--- config.mk ---
export PLATFORM = sky130hd
export DESIGN_NAME = spi_mst_engine
export DESIGN_NICKNAME = d
export VERILOG_FILES = /design/src/rtl/spi_mst_pkg.sv /design/src/rtl/spi_baud_gen.sv /design/src/rtl/spi_xfer_fsm.sv /design/src/rtl/spi_buf_flags.sv /design/src/rtl/spi_mst_engine.sv
export SDC_FILE = /design/constraint.sdc
export NUM_CORES = 1
export LEC_CHECK = 0
export BUFFER_PORTS_ARGS = -buffer_cell sky130_fd_sc_hd__buf_2
export CAP_MARGIN = 10
export CORE_ASPECT_RATIO = 1.75
export CORE_UTILIZATION = 42
export CTS_CLUSTER_SIZE = 12
export DETAILED_ROUTE_END_ITERATION = 8
export PLACE_DENSITY = 0.7
export RECOVER_POWER = 100
export SLEW_MARGIN = 10
export SYNTH_ARGS = -nofsm -noshare
export SYNTH_HDL_FRONTEND = slang
export SYNTH_SLANG_ARGS = --single-unit
--- constraint.sdc ---
create_clock -name clk -period 3.04 [get_ports clk]
set_clock_uncertainty 0.15 [all_clocks]
set_input_delay 0.304 -clock clk [delete_from_list [all_inputs] [get_ports clk]]
set_output_delay 0.304 -clock clk [all_outputs]
set_load 0.005 [all_outputs]
--- src/rtl/spi_mst_pkg.sv ---
package spi_mst_pkg;

    typedef enum logic [1:0] {
        ST_IDLE  = 2'd0,
        ST_LEAD  = 2'd1,
        ST_TRAIL = 2'd2
    } xfer_state_e;

    localparam int FLAG_DRE  = 0;
    localparam int FLAG_TXC  = 1;
    localparam int FLAG_RXC  = 2;
    localparam int FLAG_OVR  = 3;
    localparam int NUM_FLAGS = 4;

endpackage

--- src/rtl/spi_baud_gen.sv ---
module spi_baud_gen #(
    parameter int DIV_W = 12
) (
    input  logic             clk,
    input  logic             rst_n,
    input  logic             run,
    input  logic [DIV_W-1:0] div,
    output logic             tick
);

    logic [DIV_W-1:0] cnt_q;

    assign tick = run && (cnt_q == div);

    // Counter restarts whenever the engine idles or a tick fires, so ticks
    // stay evenly spaced across a reload.
    always_ff @(posedge clk or negedge rst_n) begin
        if (!rst_n) begin
            cnt_q <= '0;
        end else if (!run || tick) begin
            cnt_q <= '0;
        end else begin
            cnt_q <= cnt_q + 1'b1;
        end
    end

endmodule

--- src/rtl/spi_xfer_fsm.sv ---
module spi_xfer_fsm
    import spi_mst_pkg::*;
#(
    parameter int DATA_W = 8
) (
    input  logic              clk,
    input  logic              rst_n,
    input  logic              tick,
    input  logic              tx_en,
    input  logic              rx_en,
    input  logic              cpha,
    input  logic              lsb_first,
    input  logic              hold_full,
    input  logic [DATA_W-1:0] hold_data,
    input  logic              miso,
    output logic              sck_phase,
    output logic              mosi,
    output logic              busy,
    output logic              load,
    output logic              rx_load,
    output logic [DATA_W-1:0] rx_byte,
    output logic              done_empty
);

    localparam int                BIT_W    = $clog2(DATA_W);
    localparam logic [BIT_W-1:0]  LAST_BIT = BIT_W'(DATA_W - 1);

    xfer_state_e       state_q, next_state;
    logic [BIT_W-1:0]  bit_q;
    logic [DATA_W-1:0] tx_q;
    logic [DATA_W-1:0] rx_q;
    logic [DATA_W-1:0] rx_next;
    logic              mosi_q;

    logic              start;
    logic              last_bit;
    logic              frame_end;
    logic              reload;
    logic              sample_now;
    logic [BIT_W-1:0]  rx_pos;
    logic [BIT_W-1:0]  bit_inc;

    function automatic logic pick_bit(input logic [DATA_W-1:0] b,
                                      input logic [BIT_W-1:0]  k,
                                      input logic              lsb);
        return lsb ? b[k] : b[LAST_BIT - k];
    endfunction

    assign start      = (state_q == ST_IDLE) && tx_en && hold_full;
    assign last_bit   = (bit_q == LAST_BIT);
    assign frame_end  = (state_q == ST_TRAIL) && tick && last_bit;
    assign reload     = frame_end && tx_en && hold_full;
    assign load       = start || reload;
    assign sample_now = tick && (((state_q == ST_LEAD) && !cpha) ||
                                 ((state_q == ST_TRAIL) && cpha));
    assign rx_pos     = lsb_first ? bit_q : (LAST_BIT - bit_q);
    assign bit_inc    = bit_q + 1'b1;

    always_comb begin
        rx_next = rx_q;
        if (sample_now) begin
            rx_next[rx_pos] = miso;
        end
    end

    // State register
    always_ff @(posedge clk or negedge rst_n) begin
        if (!rst_n) begin
            state_q <= ST_IDLE;
        end else begin
            state_q <= next_state;
        end
    end

    // Transitions: start, lead edge, next bit, reload, finish
    always_comb begin
        next_state = state_q;
        unique case (state_q)
            ST_IDLE: begin
                if (start) next_state = ST_LEAD;
            end
            ST_LEAD: begin
                if (tick) next_state = ST_TRAIL;
            end
            ST_TRAIL: begin
                if (tick) begin
                    if (!last_bit)   next_state = ST_LEAD;
                    else if (reload) next_state = ST_LEAD;
                    else             next_state = ST_IDLE;
                end
            end
            default: next_state = ST_IDLE;
        endcase
    end

    // Output and datapath process
    always_ff @(posedge clk or negedge rst_n) begin
        if (!rst_n) begin
            tx_q   <= '0;
            rx_q   <= '0;
            bit_q  <= '0;
            mosi_q <= 1'b0;
        end else begin
            if (sample_now) begin
                rx_q <= rx_next;
            end
            if (load) begin
                tx_q  <= hold_data;
                bit_q <= '0;
                if (!cpha) begin
                    mosi_q <= pick_bit(hold_data, '0, lsb_first);
                end
            end else if (tick) begin
                unique case (state_q)
                    ST_LEAD: begin
                        if (cpha) begin
                            mosi_q <= pick_bit(tx_q, bit_q, lsb_first);
                        end
                    end
                    ST_TRAIL: begin
                        bit_q <= bit_inc;
                        if (!cpha && !last_bit) begin
                            mosi_q <= pick_bit(tx_q, bit_inc, lsb_first);
                        end
                    end
                    default: ;
                endcase
            end
        end
    end

    assign sck_phase  = (state_q == ST_TRAIL);
    assign busy       = (state_q != ST_IDLE);
    assign mosi       = mosi_q;
    assign rx_load    = frame_end && rx_en;
    assign rx_byte    = rx_next;
    assign done_empty = frame_end && !reload;

endmodule

--- src/rtl/spi_buf_flags.sv ---
module spi_buf_flags
    import spi_mst_pkg::*;
#(
    parameter int DATA_W = 8
) (
    input  logic                 clk,
    input  logic                 rst_n,
    input  logic                 wr_valid,
    input  logic [DATA_W-1:0]    wr_data,
    input  logic                 load,
    input  logic                 rx_load,
    input  logic [DATA_W-1:0]    rx_byte,
    input  logic                 done_empty,
    input  logic                 rd_ack,
    input  logic                 clr_txc,
    input  logic                 clr_ovr,
    input  logic [NUM_FLAGS-1:0] ie,
    output logic                 hold_full,
    output logic [DATA_W-1:0]    hold_data,
    output logic [DATA_W-1:0]    rx_data,
    output logic [NUM_FLAGS-1:0] flags,
    output logic                 irq
);

    logic                 txc_q, rxc_q, ovr_q;
    logic [NUM_FLAGS-1:0] masked;

    // Holding buffer: a write lands only when empty; a load always empties it.
    always_ff @(posedge clk or negedge rst_n) begin
        if (!rst_n) begin
            hold_full <= 1'b0;
            hold_data <= '0;
        end else if (load) begin
            hold_full <= 1'b0;
        end else if (wr_valid && !hold_full) begin
            hold_full <= 1'b1;
            hold_data <= wr_data;
        end
    end

    // Receive buffer and completion flags; a set wins over a clear.
    always_ff @(posedge clk or negedge rst_n) begin
        if (!rst_n) begin
            rx_data <= '0;
            txc_q   <= 1'b0;
            rxc_q   <= 1'b0;
            ovr_q   <= 1'b0;
        end else begin
            if (rx_load) begin
                rx_data <= rx_byte;
            end

            if (done_empty)   txc_q <= 1'b1;
            else if (clr_txc) txc_q <= 1'b0;

            if (rx_load)     rxc_q <= 1'b1;
            else if (rd_ack) rxc_q <= 1'b0;

            if (rx_load && rxc_q) ovr_q <= 1'b1;
            else if (clr_ovr)     ovr_q <= 1'b0;
        end
    end

    always_comb begin
        flags           = '0;
        flags[FLAG_DRE] = !hold_full;
        flags[FLAG_TXC] = txc_q;
        flags[FLAG_RXC] = rxc_q;
        flags[FLAG_OVR] = ovr_q;
    end

    for (genvar g = 0; g < NUM_FLAGS; g++) begin : g_mask
        assign masked[g] = flags[g] & ie[g];
    end

    assign irq = |masked;

endmodule

--- src/rtl/spi_mst_engine.sv ---
module spi_mst_engine
    import spi_mst_pkg::*;
#(
    parameter int DATA_W = 8,
    parameter int DIV_W  = 12
) (
    input  logic                 clk,
    input  logic                 rst_n,
    input  logic                 tx_en,
    input  logic                 rx_en,
    input  logic                 cpol,
    input  logic                 cpha,
    input  logic                 lsb_first,
    input  logic [DIV_W-1:0]     div,
    input  logic                 wr_valid,
    input  logic [DATA_W-1:0]    wr_data,
    input  logic                 rd_ack,
    input  logic                 clr_txc,
    input  logic                 clr_ovr,
    input  logic [NUM_FLAGS-1:0] irq_en,
    input  logic                 miso,
    output logic                 sck,
    output logic                 mosi,
    output logic [DATA_W-1:0]    rx_data,
    output logic                 flag_dre,
    output logic                 flag_txc,
    output logic                 flag_rxc,
    output logic                 flag_ovr,
    output logic                 irq
);

    logic                 baud_tick;
    logic                 busy;
    logic                 sck_phase;
    logic                 load;
    logic                 rx_load;
    logic                 done_empty;
    logic                 hold_full;
    logic [DATA_W-1:0]    hold_data;
    logic [DATA_W-1:0]    rx_byte;
    logic [NUM_FLAGS-1:0] flags;

    spi_baud_gen #(.DIV_W(DIV_W)) baud_i (
        .clk   (clk),
        .rst_n (rst_n),
        .run   (busy),
        .div   (div),
        .tick  (baud_tick)
    );

    spi_xfer_fsm #(.DATA_W(DATA_W)) fsm_i (
        .clk        (clk),
        .rst_n      (rst_n),
        .tick       (baud_tick),
        .tx_en      (tx_en),
        .rx_en      (rx_en),
        .cpha       (cpha),
        .lsb_first  (lsb_first),
        .hold_full  (hold_full),
        .hold_data  (hold_data),
        .miso       (miso),
        .sck_phase  (sck_phase),
        .mosi       (mosi),
        .busy       (busy),
        .load       (load),
        .rx_load    (rx_load),
        .rx_byte    (rx_byte),
        .done_empty (done_empty)
    );

    spi_buf_flags #(.DATA_W(DATA_W)) bufs_i (
        .clk        (clk),
        .rst_n      (rst_n),
        .wr_valid   (wr_valid),
        .wr_data    (wr_data),
        .load       (load),
        .rx_load    (rx_load),
        .rx_byte    (rx_byte),
        .done_empty (done_empty),
        .rd_ack     (rd_ack),
        .clr_txc    (clr_txc),
        .clr_ovr    (clr_ovr),
        .ie         (irq_en),
        .hold_full  (hold_full),
        .hold_data  (hold_data),
        .rx_data    (rx_data),
        .flags      (flags),
        .irq        (irq)
    );

    assign sck      = cpol ^ sck_phase;
    assign flag_dre = flags[FLAG_DRE];
    assign flag_txc = flags[FLAG_TXC];
    assign flag_rxc = flags[FLAG_RXC];
    assign flag_ovr = flags[FLAG_OVR];

endmodule

-- Yosys cells after proc, flatten, opt, wreduce, memory -nomap -nowiden
Cells that the tools add are included.
- register bits: 54
- bits in latches: 0
- bits in writable memories: 0
- bits in read-only memories: 0
- word-level logic and storage cells: 116
- memories kept: 0
- add/subtract/negate cells: 4
- $mul: 0
- div/mod/pow operators: 0
- magnitude comparators: 6
- eq/ne operators: 10
- shifts and indexed selects: 0
- muxes and demuxes: 40
- bitwise logic cells: 6
- reduce and logical (&&, ||, !) cells: 38
- operator list (operator ; count):
    two-way mux 1 bit ; 22
    < comparator 3 x 4 -> 1 bit (second input constant) ; 5
    logical AND 1 bit ; 16
    nonzero test 2 bit ; 7
    adder 12 x 1 -> 12 bit (second input constant) ; 1
    binary-select mux 1 bit (select 3 bit) ; 4
    equality test 12 bit ; 1
    two-way mux 12 bit ; 1
    two-way mux 3 bit ; 4
    bitwise mux 8 bit ; 1
    two-way mux 2 bit ; 4
    two-way mux 8 bit ; 1
    case mux 2 bit (3 select lines) ; 1
    subtractor 3 bit (first input constant) ; 2
    zero test 1 bit ; 5
    AND reduction 5 bit ; 1
    bitwise AND 1 bit ; 4
    != test 2 x 1 -> 1 bit (second input constant) ; 2
    != test 2 bit (second input constant) ; 2
    AND reduction 2 bit ; 2
    OR reduction 4 bit ; 1
    adder 3 x 1 -> 3 bit (second input constant) ; 1
    demux 1 bit (select 3 bit) ; 1
    equality test 3 bit (second input constant) ; 1
    other kinds (12) ; 14

-- Longest topological paths before layout
- depth after elaboration: 10
- mapped depth: 8
- mapped depth without buffers: 7

-- Cells and area by module
Synthesis repeated with hierarchy kept, for this count alone.
- cells, all modules: 302
- area total of the unflattened synthesis: 3205.6 µm²
- by module, submodules not included (module ; instances ; cells each ; area an instance (µm²) ; seq. area each (µm²)):
    spi_xfer_fsm ; 1 ; 171 ; 1666.6 ; 550.5
    spi_buf_flags ; 1 ; 53 ; 792.0 ; 500.5
    spi_baud_gen ; 1 ; 77 ; 738.2 ; 300.3
    spi_mst_engine ; 1 ; 1 ; 8.8 ; 0.0

-- Least setup slack after synthesis
Ideal clock, no wire load.
- path type: register -> register
- start point: register baud_i.cnt_q[9]
- end point: register fsm_i.tx_q[2]
- setup time: 0.125 ns
- arrival time: 1.861 ns
- data required time: 2.765 ns
- setup slack: 0.904 ns
- stages on the path, launching flop included: 7
- path buffers: 1
- period minus slack after synthesis: 2.136 ns
- cells stage by stage: dfrtp_1 xor2_1 nor4_2 a41oi_1 nor2_2 buf_4 mux2_2
- cells in the longest elaborated chain, start to end: 7
- ends and longest elaborated chain (item ; line ; source):
    from (decl) ; spi_baud_gen.sv:11 ; logic [DIV_W-1:0] cnt_q;
    from (signal assigned) ; spi_baud_gen.sv:23 ; cnt_q <= cnt_q + 1'b1;
    equality test 12 bit ; spi_baud_gen.sv:13 ; assign tick = run && (cnt_q == div);
    logical AND 1 bit ; spi_baud_gen.sv:13 ;
    logical AND 1 bit (2 in series) ; spi_xfer_fsm.sv:51 ; assign frame_end = (state_q == ST_TRAIL) && tick && last_bit;
    logical AND 1 bit (2 in series) ; spi_xfer_fsm.sv:52 ; assign reload = frame_end && tx_en && hold_full;
    logical OR 1 bit ; spi_xfer_fsm.sv:53 ; assign load = start || reload;
    to (signal assigned) ; spi_xfer_fsm.sv:108 ; tx_q <= hold_data;
    to (decl) ; spi_xfer_fsm.sv:30 ; logic [DATA_W-1:0] tx_q;
No other way between the ends.
A chain may end at the register's enable or synchronous reset.

-- Final worst setup path
- start point: register baud_i.cnt_q[0]
- end point: register bufs_i.rx_data[6]
- cells in the longest elaborated chain, start to end: 5
- elaborated cells on any way between the ends: 7
- those cells by class: eq/ne (1); mux (1); reduce/logical (5)
- ends and longest elaborated chain (item ; line ; source):
    equality test 12 bit * ; spi_baud_gen.sv:13 ;
    logical AND 1 bit * ; spi_baud_gen.sv:13 ;
    logical AND 1 bit (2 in series) ; spi_xfer_fsm.sv:51 ;
    logical AND 1 bit ; spi_xfer_fsm.sv:135 ; assign rx_load = frame_end && rx_en;
    to (signal assigned) ; spi_buf_flags.sv:50 ; rx_data <= rx_byte;
    to (decl) ; spi_buf_flags.sv:20 ; output logic [DATA_W-1:0] rx_data,
Mark *: on every way between the ends. The rest lies on a longest branch, timed or not.

==> flow_summary.toml <==
[clock_network]
cts_tree = "built"
htreeDepth = 2
cts_inserted_buffers = 5
post_cts_repair_resize_count = 0
clock_insertion_delay_worst_skew_ps = 290
cts.clk_slew.worst_paths_ps = 70
clock_sink_count = 54
cts_hold_buf = 1
cts-root-buf = "sky130_fd_sc_hd__clkbuf_16"
cts_post_setup_buffers_inserted = 0
ctsLongestPathBuffers = 2

[power_and_ir_drop]
irDropWorstVdd_uv = 424
total_leakage_power_nw = 1.61
power.density_cell_area_mw_per_mm2 = 666

[critical_path]
worst-endpoint-arrival_ps = 2630
worst_r2r_startpoint = "baud_i.cnt_q[0]"
r2r_setup_slack_ps = 470
path_delay_family = "simple AND/OR/NAND/NOR gates"
critical_path.cell_chain = "xor2_1 -> nor4_2 -> nand4_1 -> buf_4 -> nor2_1 -> mux2i_1"
terminus_of_the_critical_flop_to_flop_path = "bufs_i.rx_data[6]"
critical_path_sink_type = "flip-flop"
timing.critical_path.buf_inv = 1
reg2reg_depth = 6
path_class = "reg -> reg"
worst_path_largest_cell_delay_ps = 520
crit_path_start_kind = "flip-flop"
crit_path_top_delay_cell = "sky130_fd_sc_hd__nor4_2"
total_number_of_cells_along_the_worst_setup_path = 6
crit_path_max_fanout = 20
worst-endpoint-required_ps = 3100

[status]
status = "complete, but fails checks"
failed_checks = "capacitance limit, slew limit"

[yosys]
synth_fp_nets = 335
synth_area_leader_cell = "sky130_fd_sc_hd__dfrtp_1"
synth.ff_latch_count = 54
synth_async_sr_flop_share_pct = 100
synth_top_cells_by_count = "sky130_fd_sc_hd__dfrtp_1, sky130_fd_sc_hd__mux2_2, sky130_fd_sc_hd__nor2_1, sky130_fd_sc_hd__xor2_1, sky130_fd_sc_hd__nand2_1"
synth_sequential_area_ratio_pct = 44.0
netlist.area_leader.share_pct = 44.0
synthMostInstantiatedCell = "sky130_fd_sc_hd__dfrtp_1"
syn_area_mm2 = 0.00307
ys_dominant_reg_cell = "sky130_fd_sc_hd__dfrtp_1"
synth_top_cells_by_area = "sky130_fd_sc_hd__dfrtp_1, sky130_fd_sc_hd__mux2_2, sky130_fd_sc_hd__xor2_1, sky130_fd_sc_hd__ha_1, sky130_fd_sc_hd__nor2_1"
syn_area_per_cell_um2 = 10.6
yosys_warnings = 0
synth_cells = 291
netlist-cell-type-count = 49
synth_edf_count = 0

[final_layout]
n_antenna_cell = 0
number_of_filler_instances_in_the_final_layout = 674
final_nets = 384
area_growth_syn_to_layout_pct = 14.8
final_layout_size_suffix_gt1_share_pct = 24.3
core_occupancy_in_the_finished_layout_pct = 50.7

[placed_design]
dp_hpwl_mm = 4.98
place.gp.congestion = 0.858
io_buffers = 50

[sta]
final_period_minus_worst_setup_slack_ps = 2570
tns_ps = 0
normalized_max_slew_margin_pct = -3.03
worst_pin_slew_ps = 1550
final_cycle_share_pct = 84.6
hold_violations = 0
fmax_ghz = 0.389
rsz0062_at_grt = "no"
setup_viol = 0
slew_viol_final = 28

[route]
post_drt_via_cell_ratio = 5.61
firstDrtPassIters = 4
drc = 0
drt_iter0_markers = 153
postRouteAntennaNets = 0
routed-via-count = 2386
wl_per_cell_um = 15.6
wirelength_mm = 6.63

[global_route]
grt_max_degree = 29
first_global_vias = 2289
number_of_antenna_violations_at_the_first_check_in_global_routing = 0
grt_pass1_wl_mm = 10.8
global_route.usage.total_pct = 18.7
grt_remaining_overflow = 0

[worst_hold_path]
worst_hold_path.endpoint = "bufs_i.rxc_q"
hold_start = "rd_ack"
hold_path_class = "in -> reg"
timing.hold.worst_path_depth = 2

[die]
ios = 51
dieArea_mm2 = 0.00768
dieWidth_um = 66.7
dieHeight_um = 115
core.rowCount = 40
start_util_pct = 44.2
core_mm2 = 0.00696

[run]
max_cap_viol_count = 1
## placed cells by master, fill, tap and decap left out, types with 2 or more instances in the layout
cell type,count
sky130_fd_sc_hd__a211oi_1,10
sky130_fd_sc_hd__a21oi_1,6
sky130_fd_sc_hd__a2bb2oi_1,7
sky130_fd_sc_hd__and3_1,4
sky130_fd_sc_hd__and3b_1,2
sky130_fd_sc_hd__and4_1,3
sky130_fd_sc_hd__buf_2,39
sky130_fd_sc_hd__buf_4,4
sky130_fd_sc_hd__clkbuf_1,12
sky130_fd_sc_hd__clkbuf_16,5
sky130_fd_sc_hd__dfrtp_1,54
sky130_fd_sc_hd__ha_1,8
sky130_fd_sc_hd__inv_1,12
sky130_fd_sc_hd__mux2_2,26
sky130_fd_sc_hd__mux2i_1,5
sky130_fd_sc_hd__mux4_2,3
sky130_fd_sc_hd__nand2_1,17
sky130_fd_sc_hd__nand2b_1,2
sky130_fd_sc_hd__nand3_1,13
sky130_fd_sc_hd__nand4_1,5
sky130_fd_sc_hd__nor2_1,24
sky130_fd_sc_hd__nor2b_1,2
sky130_fd_sc_hd__nor3_1,5
sky130_fd_sc_hd__nor3b_1,4
sky130_fd_sc_hd__nor4_2,3
sky130_fd_sc_hd__o2111ai_1,2
sky130_fd_sc_hd__o21ai_0,13
sky130_fd_sc_hd__o31ai_1,4
sky130_fd_sc_hd__xnor2_1,4
sky130_fd_sc_hd__xor2_1,21
## metrics by stage
| step | area, um2 | instances | hold slack, ps | total power, W | setup WS (ps) |
|---|---|---|---|---|---|
| 2_1_floorplan | 3070 | 291 | -142 | 0.00157 | 904 |
| 3_3_place_gp | 3400 | 416 | 208 | 0.00176 | 582 |
| 3_5_place_dp | 3400 | 416 | 214 | 0.00180 | 526 |
| 4_1_cts | 3550 | 425 | 36.3 | 0.00238 | 502 |
| 5_1_grt | 3530 | 425 | 47.5 | 0.00251 | 286 |
| 6_report | 3530 | 425 | 39.3 | 0.00235 | 468 |
## worst register-to-register path: stages, from the launching register on
cell                      delay [ps]
sky130_fd_sc_hd__dfrtp_1         470
sky130_fd_sc_hd__xor2_1          200
sky130_fd_sc_hd__nor4_2          520
sky130_fd_sc_hd__nand4_1         150
sky130_fd_sc_hd__buf_4           240
sky130_fd_sc_hd__nor2_1          500
sky130_fd_sc_hd__mux2i_1         250
## sequential cells by signal, summed over array words and instances, names as in the netlist
register          flops
fsm_i.mosi            1
fsm_i.tx_q            8
fsm_i.bit_q           3
fsm_i.state_q         2
bufs_i.hold_data      8
fsm_i.rx_q            8
bufs_i.ovr_q          1
bufs_i.rx_data        8
bufs_i.hold_full      1
bufs_i.txc_q          1
bufs_i.rxc_q          1
baud_i.cnt_q         12
## area by class of cell
| type | instances | area, um2 | share of cell area [%] |
|---|---|---|---|
| well taps | 84 | 105 | 2.98 |
| multi-input cells | 211 | 1600 | 45.3 |
| clock inverters | 1 | 5.00 | 0.142 |
| clock buffers | 7 | 143 | 4.04 |
| flip-flops and latches | 54 | 1350 | 38.3 |
| repair buffers | 56 | 280 | 7.94 |
| inverters | 12 | 45.0 | 1.28 |
## power breakdown
group          switching [W]  internal (W)
clock               0.000252      0.000327
combinational       0.000369      0.000374
sequential          0.000151      0.000877
## layer usage
metal | vias to the layer above | track usage [%] | part of all wire, %
li1 | 1159 | - | -
met1 | 1158 | 20.6 | 40
met2 | 54 | 33.9 | 54
met3 | 15 | 3.77 | 3.6
met4 | 0 | 7.66 | 2.3
met5 | - | 0 | 0
## kinds of logic after synthesis
group	count (synthesis)	synth area share (%)
buffers and inverters	26	3.74
multiplexers	35	13.7
AO/OA/AOI/OAI	55	12.9
flip-flops	54	44.0
adder cells (fa/ha/maj)	8	3.26
AND/OR/NAND/NOR	88	15.3
XOR/XNOR	25	7.12
## worst max path at each step
stage	from	to	slack, ps
after floorplan	baud_i.cnt_q[9]	fsm_i.tx_q[2]	900
after global placement	baud_i.cnt_q[0]	fsm_i.tx_q[5]	580
after detailed placement	baud_i.cnt_q[0]	fsm_i.tx_q[2]	530
after CTS	baud_i.cnt_q[0]	fsm_i.tx_q[5]	500
after global routing	baud_i.cnt_q[0]	bufs_i.rx_data[6]	290
final	baud_i.cnt_q[0]	bufs_i.rx_data[6]	470
No activity file was read; power rests on OpenSTA's default activity.
